<file path="src/rtl/tdm_oc_pkg.sv">
`timescale 1ns/1ps
package tdm_oc_pkg;
  localparam int CW        = 16;
  localparam int SLOT_BITS = 8;
  localparam int BIT_W     = $clog2(SLOT_BITS);
  localparam int MSG_BIT   = 15;
  localparam int OE_BIT    = 14;
  localparam int DLY_BIT   = 13;
  localparam int BERT_BIT  = 12;
  localparam int SRC_MAX_W = 12;

  typedef struct packed {
    logic msg;
    logic oe;
    logic dly;
    logic bert;
  } slot_ctl_t;

  function automatic slot_ctl_t ctl_of(input logic [CW-1:0] w);
    slot_ctl_t c;
    c.msg  = w[MSG_BIT];
    c.oe   = w[OE_BIT];
    c.dly  = w[DLY_BIT];
    c.bert = w[BERT_BIT];
    return c;
  endfunction
endpackage

</file>
<file path="src/rtl/tdm_slot_timer.sv">
`timescale 1ns/1ps
module tdm_slot_timer import tdm_oc_pkg::*; #(
  parameter int CH_PER_FRAME = 8,
  localparam int CH_W = $clog2(CH_PER_FRAME)
) (
  input  logic             clk,
  input  logic             rst,
  input  logic             frame_start,
  output logic [BIT_W-1:0] cur_bit,
  output logic [CH_W-1:0]  fetch_ch,
  output logic             fetch_stb,
  output logic             capt_stb,
  output logic             last_stb
);
  localparam logic [CH_W-1:0]  LAST_CH  = CH_W'(CH_PER_FRAME - 1);
  localparam logic [BIT_W-1:0] LAST_BIT = BIT_W'(SLOT_BITS - 1);

  logic [CH_W-1:0]  ch_q, ch_now;
  logic [BIT_W-1:0] bit_q, bit_now;

  // position of the present cycle, derived from the previous one
  always_comb begin
    if (frame_start) begin
      ch_now  = '0;
      bit_now = '0;
    end else if (bit_q == LAST_BIT) begin
      bit_now = '0;
      ch_now  = (ch_q == LAST_CH) ? '0 : ch_q + 1'b1;
    end else begin
      bit_now = bit_q + 1'b1;
      ch_now  = ch_q;
    end
  end

  always_ff @(posedge clk) begin
    if (rst) begin
      ch_q  <= LAST_CH;
      bit_q <= LAST_BIT;
    end else begin
      ch_q  <= ch_now;
      bit_q <= bit_now;
    end
  end

  assign cur_bit   = bit_now;
  assign fetch_ch  = (ch_now == LAST_CH) ? '0 : ch_now + 1'b1;
  assign fetch_stb = (bit_now == '0);
  assign capt_stb  = (bit_now == BIT_W'(1));
  assign last_stb  = (bit_now == LAST_BIT);
endmodule

</file>
<file path="src/rtl/tdm_cm_ram.sv">
`timescale 1ns/1ps
module tdm_cm_ram #(
  parameter int DEPTH = 8,
  parameter int W     = 16,
  localparam int AW   = $clog2(DEPTH)
) (
  input  logic          clk,
  input  logic          we,
  input  logic [AW-1:0] waddr,
  input  logic [W-1:0]  wdata,
  input  logic [AW-1:0] raddr,
  output logic [W-1:0]  rdata
);
  logic [W-1:0] mem [DEPTH];

  always_ff @(posedge clk) begin
    if (we) mem[waddr] <= wdata;
    rdata <= mem[raddr];
  end
endmodule

</file>
<file path="src/rtl/tdm_out_lane.sv">
`timescale 1ns/1ps
module tdm_out_lane import tdm_oc_pkg::*; #(
  parameter int CH_PER_FRAME = 8,
  parameter int DM_AW        = 12,
  localparam int CH_W = $clog2(CH_PER_FRAME)
) (
  input  logic             clk,
  input  logic             rst,
  input  logic [CH_W-1:0]  fetch_ch,
  input  logic             capt_stb,
  input  logic             last_stb,
  input  logic             global_off,
  input  logic             wr_en,
  input  logic [CH_W-1:0]  wr_ch,
  input  logic [CW-1:0]    wr_data,
  input  logic [7:0]       sw_byte,
  output logic [DM_AW-1:0] src_addr,
  output logic             ser_out,
  output logic             ser_oe,
  output logic             dly_out,
  output logic             bert_out
);
  logic [CW-1:0]    cm_word;
  slot_ctl_t        nxt_ctl;
  logic [7:0]       nxt_byte;
  logic [DM_AW-1:0] src_q;
  logic [7:0]       sh_q;
  logic             slot_oe_q, oe_q, dly_q, bert_q;

  tdm_cm_ram #(.DEPTH(CH_PER_FRAME), .W(CW)) u_cm (
    .clk   (clk),
    .we    (wr_en),
    .waddr (wr_ch),
    .wdata (wr_data),
    .raddr (fetch_ch),
    .rdata (cm_word)
  );

  always_ff @(posedge clk) begin
    if (rst) begin
      nxt_ctl   <= '0;
      nxt_byte  <= '0;
      src_q     <= '0;
      sh_q      <= '0;
      slot_oe_q <= 1'b0;
      oe_q      <= 1'b0;
      dly_q     <= 1'b0;
      bert_q    <= 1'b0;
    end else begin
      // word of the next channel is latched once per channel
      if (capt_stb) begin
        nxt_ctl  <= ctl_of(cm_word);
        nxt_byte <= cm_word[7:0];
        src_q    <= cm_word[DM_AW-1:0];
      end
      if (last_stb) begin
        sh_q      <= nxt_ctl.msg ? nxt_byte : sw_byte;
        slot_oe_q <= nxt_ctl.oe;
        dly_q     <= nxt_ctl.dly;
        bert_q    <= nxt_ctl.bert;
      end else begin
        sh_q <= {sh_q[6:0], 1'b0};
      end
      oe_q <= (last_stb ? nxt_ctl.oe : slot_oe_q) & ~global_off;
    end
  end

  assign src_addr = src_q;
  assign ser_out  = sh_q[7];
  assign ser_oe   = oe_q;
  assign dly_out  = dly_q;
  assign bert_out = bert_q;
endmodule

</file>
<file path="src/rtl/tdm_out_ctl.sv">
`timescale 1ns/1ps
module tdm_out_ctl import tdm_oc_pkg::*; #(
  parameter int NUM_OUT      = 2,
  parameter int CH_PER_FRAME = 8,
  parameter int DM_AW        = 12,
  localparam int CH_W   = $clog2(CH_PER_FRAME),
  localparam int LANE_W = (NUM_OUT > 1) ? $clog2(NUM_OUT) : 1,
  localparam int CA_W   = CH_W + LANE_W
) (
  input  logic                     clk,
  input  logic                     rst,
  input  logic                     frame_start,
  input  logic                     cpu_we,
  input  logic [CA_W-1:0]          cpu_addr,
  input  logic [CW-1:0]            cpu_wdata,
  input  logic                     ext_drive_en,
  input  logic                     stby_keep,
  input  logic [NUM_OUT*8-1:0]     dm_rd_data,
  output logic [NUM_OUT*DM_AW-1:0] dm_rd_addr,
  output logic [NUM_OUT-1:0]       sdo,
  output logic [NUM_OUT-1:0]       sdo_oe,
  output logic [NUM_OUT-1:0]       dly_sel,
  output logic [NUM_OUT-1:0]       bert_sel
);
  logic [BIT_W-1:0] cur_bit;
  logic [CH_W-1:0]  fetch_ch;
  logic             fetch_stb, capt_stb, last_stb;
  logic             glob_off;

  assign glob_off = ~ext_drive_en & ~stby_keep;

  tdm_slot_timer #(.CH_PER_FRAME(CH_PER_FRAME)) u_timer (
    .clk         (clk),
    .rst         (rst),
    .frame_start (frame_start),
    .cur_bit     (cur_bit),
    .fetch_ch    (fetch_ch),
    .fetch_stb   (fetch_stb),
    .capt_stb    (capt_stb),
    .last_stb    (last_stb)
  );

  for (genvar l = 0; l < NUM_OUT; l++) begin : g_lane
    logic lane_we;
    assign lane_we = cpu_we && (cpu_addr[CA_W-1:CH_W] == LANE_W'(l));

    tdm_out_lane #(.CH_PER_FRAME(CH_PER_FRAME), .DM_AW(DM_AW)) u_lane (
      .clk        (clk),
      .rst        (rst),
      .fetch_ch   (fetch_ch),
      .capt_stb   (capt_stb),
      .last_stb   (last_stb),
      .global_off (glob_off),
      .wr_en      (lane_we),
      .wr_ch      (cpu_addr[CH_W-1:0]),
      .wr_data    (cpu_wdata),
      .sw_byte    (dm_rd_data[l*8 +: 8]),
      .src_addr   (dm_rd_addr[l*DM_AW +: DM_AW]),
      .ser_out    (sdo[l]),
      .ser_oe     (sdo_oe[l]),
      .dly_out    (dly_sel[l]),
      .bert_out   (bert_sel[l])
    );
  end

  // fetch strobe marks the read cycle of the control memory; kept visible for checking
  logic fetch_seen;
  assign fetch_seen = fetch_stb;
endmodule

</file>
<file path="config.mk">
export PLATFORM = sky130hd
export DESIGN_NAME = tdm_out_ctl
export DESIGN_NICKNAME = d
export VERILOG_FILES = /design/src/rtl/tdm_oc_pkg.sv /design/src/rtl/tdm_slot_timer.sv /design/src/rtl/tdm_cm_ram.sv /design/src/rtl/tdm_out_lane.sv /design/src/rtl/tdm_out_ctl.sv
export SDC_FILE = /design/constraint.sdc
export NUM_CORES = 1
export LEC_CHECK = 0
export BUFFER_PORTS_ARGS = -buffer_cell sky130_fd_sc_hd__buf_2
export CORE_UTILIZATION = 45
export CTS_CLUSTER_SIZE = 20
export DETAILED_ROUTE_END_ITERATION = 10
export GPL_ROUTABILITY_DRIVEN = 0
export PLACE_DENSITY = 0.59
export SYNTH_ARGS = -nofsm -noshare
export SYNTH_HDL_FRONTEND = slang
export SYNTH_HIERARCHICAL = 1
export SYNTH_SLANG_ARGS = --single-unit
</file>
<file path="constraint.sdc">
create_clock -name clk -period 3.2 [get_ports clk]
set_input_delay 0.48 -clock clk [delete_from_list [all_inputs] [get_ports clk]]
set_output_delay 0.48 -clock clk [all_outputs]
set_load 0.005 [all_outputs]
</file>
; ---- Word-level counts from Yosys, hierarchy flattened
; Memories as Yosys holds them, arrays and structs flattened. A register that Yosys moved wholly into a read port is not among the register bits.
; Cells that the tools add are included.
[classes]
add_sub_neg = 3
eq_ne = 5
muxes = 16
bitwise_logic = 8
reduce_logical = 3
[op_table]
columns = operator, count
row1 = 8-bit two-way mux, 4
row2 = 3-bit two-way mux, 6
row3 = "3-bit == test, second input constant", 4
row4 = "3-bit by 1-bit adder with 3-bit output, second input constant", 3
row5 = 1-bit two-way mux, 6
row6 = 1-bit inverter, 5
row7 = 1-bit AND, 3
row8 = "3-bit by 1-bit == test with 1-bit output, second input constant", 1
row9 = 1-bit logical AND, 2
row10 = 2-bit OR reduction, 1
[word_totals]
regBits = 78
ram_bits = 256
inputBits = 42
out_inout_bits = 32
memories = 2
[memory_table]
columns = name, depth, width, rd, rd_ports_with_merged_regs, wr, line_no
row1 = g_lane[0].u_lane.u_cm.mem, 8, 16, 1, 1, 1, tdm_cm_ram.sv:14  ; logic [W-1:0] mem [DEPTH];
row2 = g_lane[1].u_lane.u_cm.mem, 8, 16, 1, 1, 1, tdm_cm_ram.sv:14

; ---- Depth between registers and ports, before layout
[depth]
ltp_word = 6
ltp_mapped = 11
mapped_depth_nobuf = 9

; ---- By module
; Netlist, hierarchy kept.
[modules_own_cells]
columns = module, n_inst, cells_each, area_per_inst_um2, seq_area_each_um2
row1 = tdm_cm_ram, 2, 214, 5293.8, 4164.0
row2 = tdm_out_lane, 2, 98, 1061.0, 560.5
row3 = tdm_slot_timer, 1, 37, 356.6, 120.1
row4 = tdm_out_ctl, 1, 3, 20.0, 0.0

; ---- Worst setup path before layout
; No wires, ideal clock.
[synth_timing]
path_kind = register to register
startpoint = register u_timer.bit_q[0]
endpoint = register g_lane[0].u_lane.u_cm.rdata[1], read port of g_lane[0].u_lane.u_cm.mem
arrival_ps = 2693
required_ps = 3079
setup_slack_ps = 387
stages_incl_launch_ff = 12
period_less_slack_ps = 2813
path_cell_list = dfxtp_1 ha_1 ha_1 or3b_2 nand2_1 ha_1 ha_1 and3b_1 buf_6 buf_6 mux4_1 mux2_2
[synth_between]
elab_chain_len = 5
word_cells_on_any_way = 6
[synth_rtl]
columns = item, line_no
row1 = "start, declared", tdm_slot_timer.sv:19  ; logic [BIT_W-1:0] bit_q, bit_now;
row2 = "start signal, assigned", tdm_slot_timer.sv:41  ; bit_q <= bit_now;
row3 = 3-bit == test *, tdm_slot_timer.sv:26  ; end else if (bit_q == LAST_BIT) begin
row4 = 3-bit two-way mux *, tdm_slot_timer.sv:26
row5 = 3-bit two-way mux *, tdm_slot_timer.sv:23  ; if (frame_start) begin
row6 = via u_timer.ch_now[0], tdm_slot_timer.sv:18  ; logic [CH_W-1:0] ch_q, ch_now;
row7 = 3-bit by 1-bit adder with 3-bit output / 3-bit == test (equally long branches), tdm_slot_timer.sv:46  ; assign fetch_ch = (ch_now == LAST_CH) ? '0 : ch_now + 1'b1;
row8 = 3-bit two-way mux *, tdm_slot_timer.sv:46
row9 = via fetch_ch[0], tdm_out_ctl.sv:26  ; logic [CH_W-1:0] fetch_ch;
row10 = "end, declared", tdm_cm_ram.sv:12  ; output logic [W-1:0] rdata
; Mark *: on every way through the listed nets, which the timed path passes. The rest lies on a longest branch.
; A chain may end at the register's enable or synchronous reset.

; ---- Final worst setup path
[layout_timing]
startpoint = register u_timer.ch_q[0]
endpoint = register g_lane[0].u_lane.u_cm.rdata[14], read port of g_lane[0].u_lane.u_cm.mem
[layout_between]
elab_chain_len = 6
word_cells_on_any_way = 8
[layout_rtl]
columns = item, line_no
row1 = "start, declared", tdm_slot_timer.sv:18
row2 = "start signal, assigned", tdm_slot_timer.sv:40  ; ch_q <= ch_now;
row3 = 3-bit by 1-bit adder with 3-bit output / 3-bit == test (equally long branches), tdm_slot_timer.sv:28  ; ch_now = (ch_q == LAST_CH) ? '0 : ch_q + 1'b1;
row4 = 3-bit two-way mux, tdm_slot_timer.sv:28
row5 = 3-bit two-way mux *, tdm_slot_timer.sv:26
row6 = 3-bit two-way mux *, tdm_slot_timer.sv:23
row7 = via u_timer.ch_now[0], tdm_slot_timer.sv:18
row8 = 3-bit by 1-bit adder with 3-bit output / 3-bit == test (equally long branches), tdm_slot_timer.sv:46
row9 = 3-bit two-way mux *, tdm_slot_timer.sv:46
row10 = via fetch_ch[0], tdm_out_ctl.sv:26
; Marks and branches as above.

==> key figures <==
Synthesis
  – Gate count of the mapped netlist: 661
  – Ys Warns: 6
  – Mean Syn Cell Area: 19.78 um^2
  – Synth Cell Area: 13070 um^2
  – Post-Syn Nets: 709

Floorplan
  – Die W: 172.4 um
  – Initial Utilization: 0.4566
  – Die Ht: 172.4 um
  – Total I/O pin count: 74
  – CORE AREA: 28630 um^2
  – Die footprint: 29730 um^2
  – Row count: 62

Routing
  – DRT iter0 DRCs: 361
  – Antenna Nets Post-Route: 0
  – Vias per cell: 5.225
  – Drt first pass iters: 6
  – Routed length per instance: 21.11 um
  – Post-Route WL: 24870 um
  – Remaining DRCs: 0
  – Via count: 6155

CTS
  – Clock transition at path regs: 0.06 ns
  – CTS Buf Count: 35
  – Worst skew pair latency: 0.50 ns
  – H-tree Lvls: 2
  – CTS tree: built
  – Clk root buf: clkbuf_16
  – CTS Sinks: 350
  – CTS max path bufs: 3

STA
  – RSZ-0062 raised after global routing: false
  – Hold Fails Final Rpt: 0
  – Final Hold Slack: 0.3073 ns
  – Period utilization: 0.9542
  – Min cycle time layout: 3.053 ns
  – Final worst slack: 0.1466 ns
  – Slew Viols, Final: 0
  – Setup Skew: 0.009362 ns
  – Slew @ Worst Pin: 0.9332 ns
  – Worst slew margin: 0.3779
  – Max Freq: 327.5 MHz
  – Fin Setup TNS: 0 ns
  – Final setup violation count: 0

Setup path
  – FF-to-FF setup slack: 0.15 ns
  – Worst setup path startpoint: u_timer/ch_q[0]$_SDFF_PP1_
  – Worst Setup EP: g_lane[0].u_lane/u_cm/rdata[14]$_DFF_P_
  – Critical Path RT: 3.59 ns
  – R2r startpoint: u_timer/ch_q[0]$_SDFF_PP1_
  – Critical path endpoint category: register
  – Crit-path max FO: 6
  – Reg2Reg Depth: 10
  – CP Launch Type: register
  – Critical Path AT: 3.44 ns
  – Critical R2R Capture: g_lane[0].u_lane/u_cm/rdata[14]$_DFF_P_
  – WS Path Type: register to register

Global routing
  – Initial antenna violation count: 3
  – GR Util All Layers: 0.1701
  – Vias in the first global route: 6278
  – First-pass GRT wire length: 36560 um
  – Met2 track demand over resource: 0.2870
  – Remaining Overflow, GRT: 0
  – Largest net degree at the start of global routing: 65
  – Met3 Track Usage GR: 0.03296
  – GRT met1 Usage: 0.2239
  – GR peak layer: met2

Power
  – P per Cell Area: 673.4 nW/um^2
  – Max IR drop VDD: 0.0003148 V
  – Pleak: 5.299 nW
  – Tot Pwr: 0.01024 W

Worst hold path
  – Hold Path Depth: 3
  – Class of the worst hold path: input port to register

Finish
  – Fill cells: 2189
  – Layout cell share with drive strength beyond 1: 0.2657
  – Final-stage net count: 817
  – ANT cells: 0
  – Area growth syn-to-layout: 16.29%
  – Multi-input gate area: 3274 um^2
  – Register Area: 9569 um^2
  – Cell area after layout: 15200 um^2

Run
  – Max_cap viols: 0

Placed design
  – Pre-CTS setup slack: 0.08259 ns
  – Placed Area: 13950 um^2
  – IO Port Bufs: 73
  – Hpwl dp: 14550 um

Status
  – Status: finished, final reports clean
-- per-layer routing --
| layer | vias to the layer above | share of wire | routed length [um] |
|---|---|---|---|
| li1 | 2863 | - | - |
| met1 | 3114 | 0.45 | 11080 |
| met2 | 129 | 0.49 | 12160 |
| met3 | 43 | 0.046 | 1149 |
| met4 | 6 | 0.018 | 452 |
| met5 | - | 0.0014 | 36 |
-- flip-flops by register name (all words and copies together), names as in the netlist --
signal,count
g_lane.u_lane/u_cm/rdata,32
u_timer/bit_q,3
u_timer/ch_q,3
g_lane.u_lane/slot_oe_q,2
g_lane.u_lane/u_cm/mem,256
g_lane.u_lane/nxt_byte,14
g_lane.u_lane/dly_out,2
g_lane.u_lane/src_addr,10
g_lane.u_lane/bert_out,2
g_lane.u_lane/ser_oe,2
g_lane.u_lane/sh_q,16
g_lane.u_lane/nxt_ctl,8
-- worst min-delay path by stage --
stage / startpoint / end / slack (ns)
3_3_place_gp: g_lane[1].u_lane/u_cm/rdata[0]$_DFF_P_ / g_lane[1].u_lane/nxt_byte[0]$_SDFFE_PP0P_ / 0.45
3_5_place_dp: g_lane[1].u_lane/u_cm/rdata[0]$_DFF_P_ / g_lane[1].u_lane/nxt_byte[0]$_SDFFE_PP0P_ / 0.46
6_report: dm_rd_data[0] / g_lane[0].u_lane/sh_q[0]$_SDFF_PP0_ / 0.31
2_1_floorplan: g_lane[0].u_lane/u_cm/rdata[12]$_DFF_P_ / g_lane[0].u_lane/nxt_ctl[0]$_SDFFE_PP0P_ / 0.44
4_1_cts: frame_start / u_timer/ch_q[2]$_SDFF_PP1_ / 0.29
5_1_grt: dm_rd_data[15] / g_lane[1].u_lane/sh_q[7]$_SDFF_PP0_ / 0.32
-- report_power, final --
part           internal [W]  switching (W)
sequential          0.00509       0.000103
clock               0.00257        0.00161
combinational      0.000465       0.000400
-- repair_timing --
action                                  4_1_cts  5_1_grt
resized for setup                             0        3
buffers inserted                              0        5
hold buffers                                  0        0
endpoints found under the setup margin        0       28
-- worst max-delay path, stage by stage, from the launching register on --
cell and delay [ns]:
dfxtp_1 0.33, ha_1 0.20, ha_1 0.20, or4b_4 0.58, nand2_1 0.09, ha_1 0.15, ha_2 0.19, and3b_4 0.27
buf_4 0.19, mux4_1 0.46, mux2_2 0.28
-- layout by cell type (no fill, tap or decap), drive strengths merged, types with 2 or more instances in the layout --
| cell type | n |
|---|---|
| edfxtp | 256 |
| mux2i | 55 |
| inv | 2 |
| nor2 | 66 |
| nor3b | 3 |
| nand2b | 7 |
| a211oi | 14 |
| mux2 | 32 |
| ha | 6 |
| bufinv | 5 |
| dfxtp | 94 |
| clkinvlp | 2 |
| nor2b | 2 |
| nand2 | 5 |
| o21ai | 2 |
| mux4 | 64 |
| and3b | 2 |
| or2 | 3 |
| buf | 105 |
| clkinv | 6 |
| clkbuf | 48 |
| nor3 | 7 |
-- stage by stage --
| step | util | instances |
|---|---|---|
| 3_5_place_dp | 0.4875 | 1110 |
| 2_1_floorplan | - | 661 |
| 4_1_cts | 0.5291 | 1172 |
| 5_1_grt | 0.5310 | 1178 |
| 6_report | 0.5310 | 1178 |
| 3_3_place_gp | 0.4875 | 1110 |
-- cell type report --
type                       instances  share of cell area
timing repair buffer             105             0.04478
clock inverter                    14             0.01350
inverter                           1           0.0002469
clock buffer                      48             0.06494
multi-input combinational        276              0.2154
tap                              384             0.03161
sequential                       350              0.6295
No activity file was read; power rests on OpenSTA's default activity.
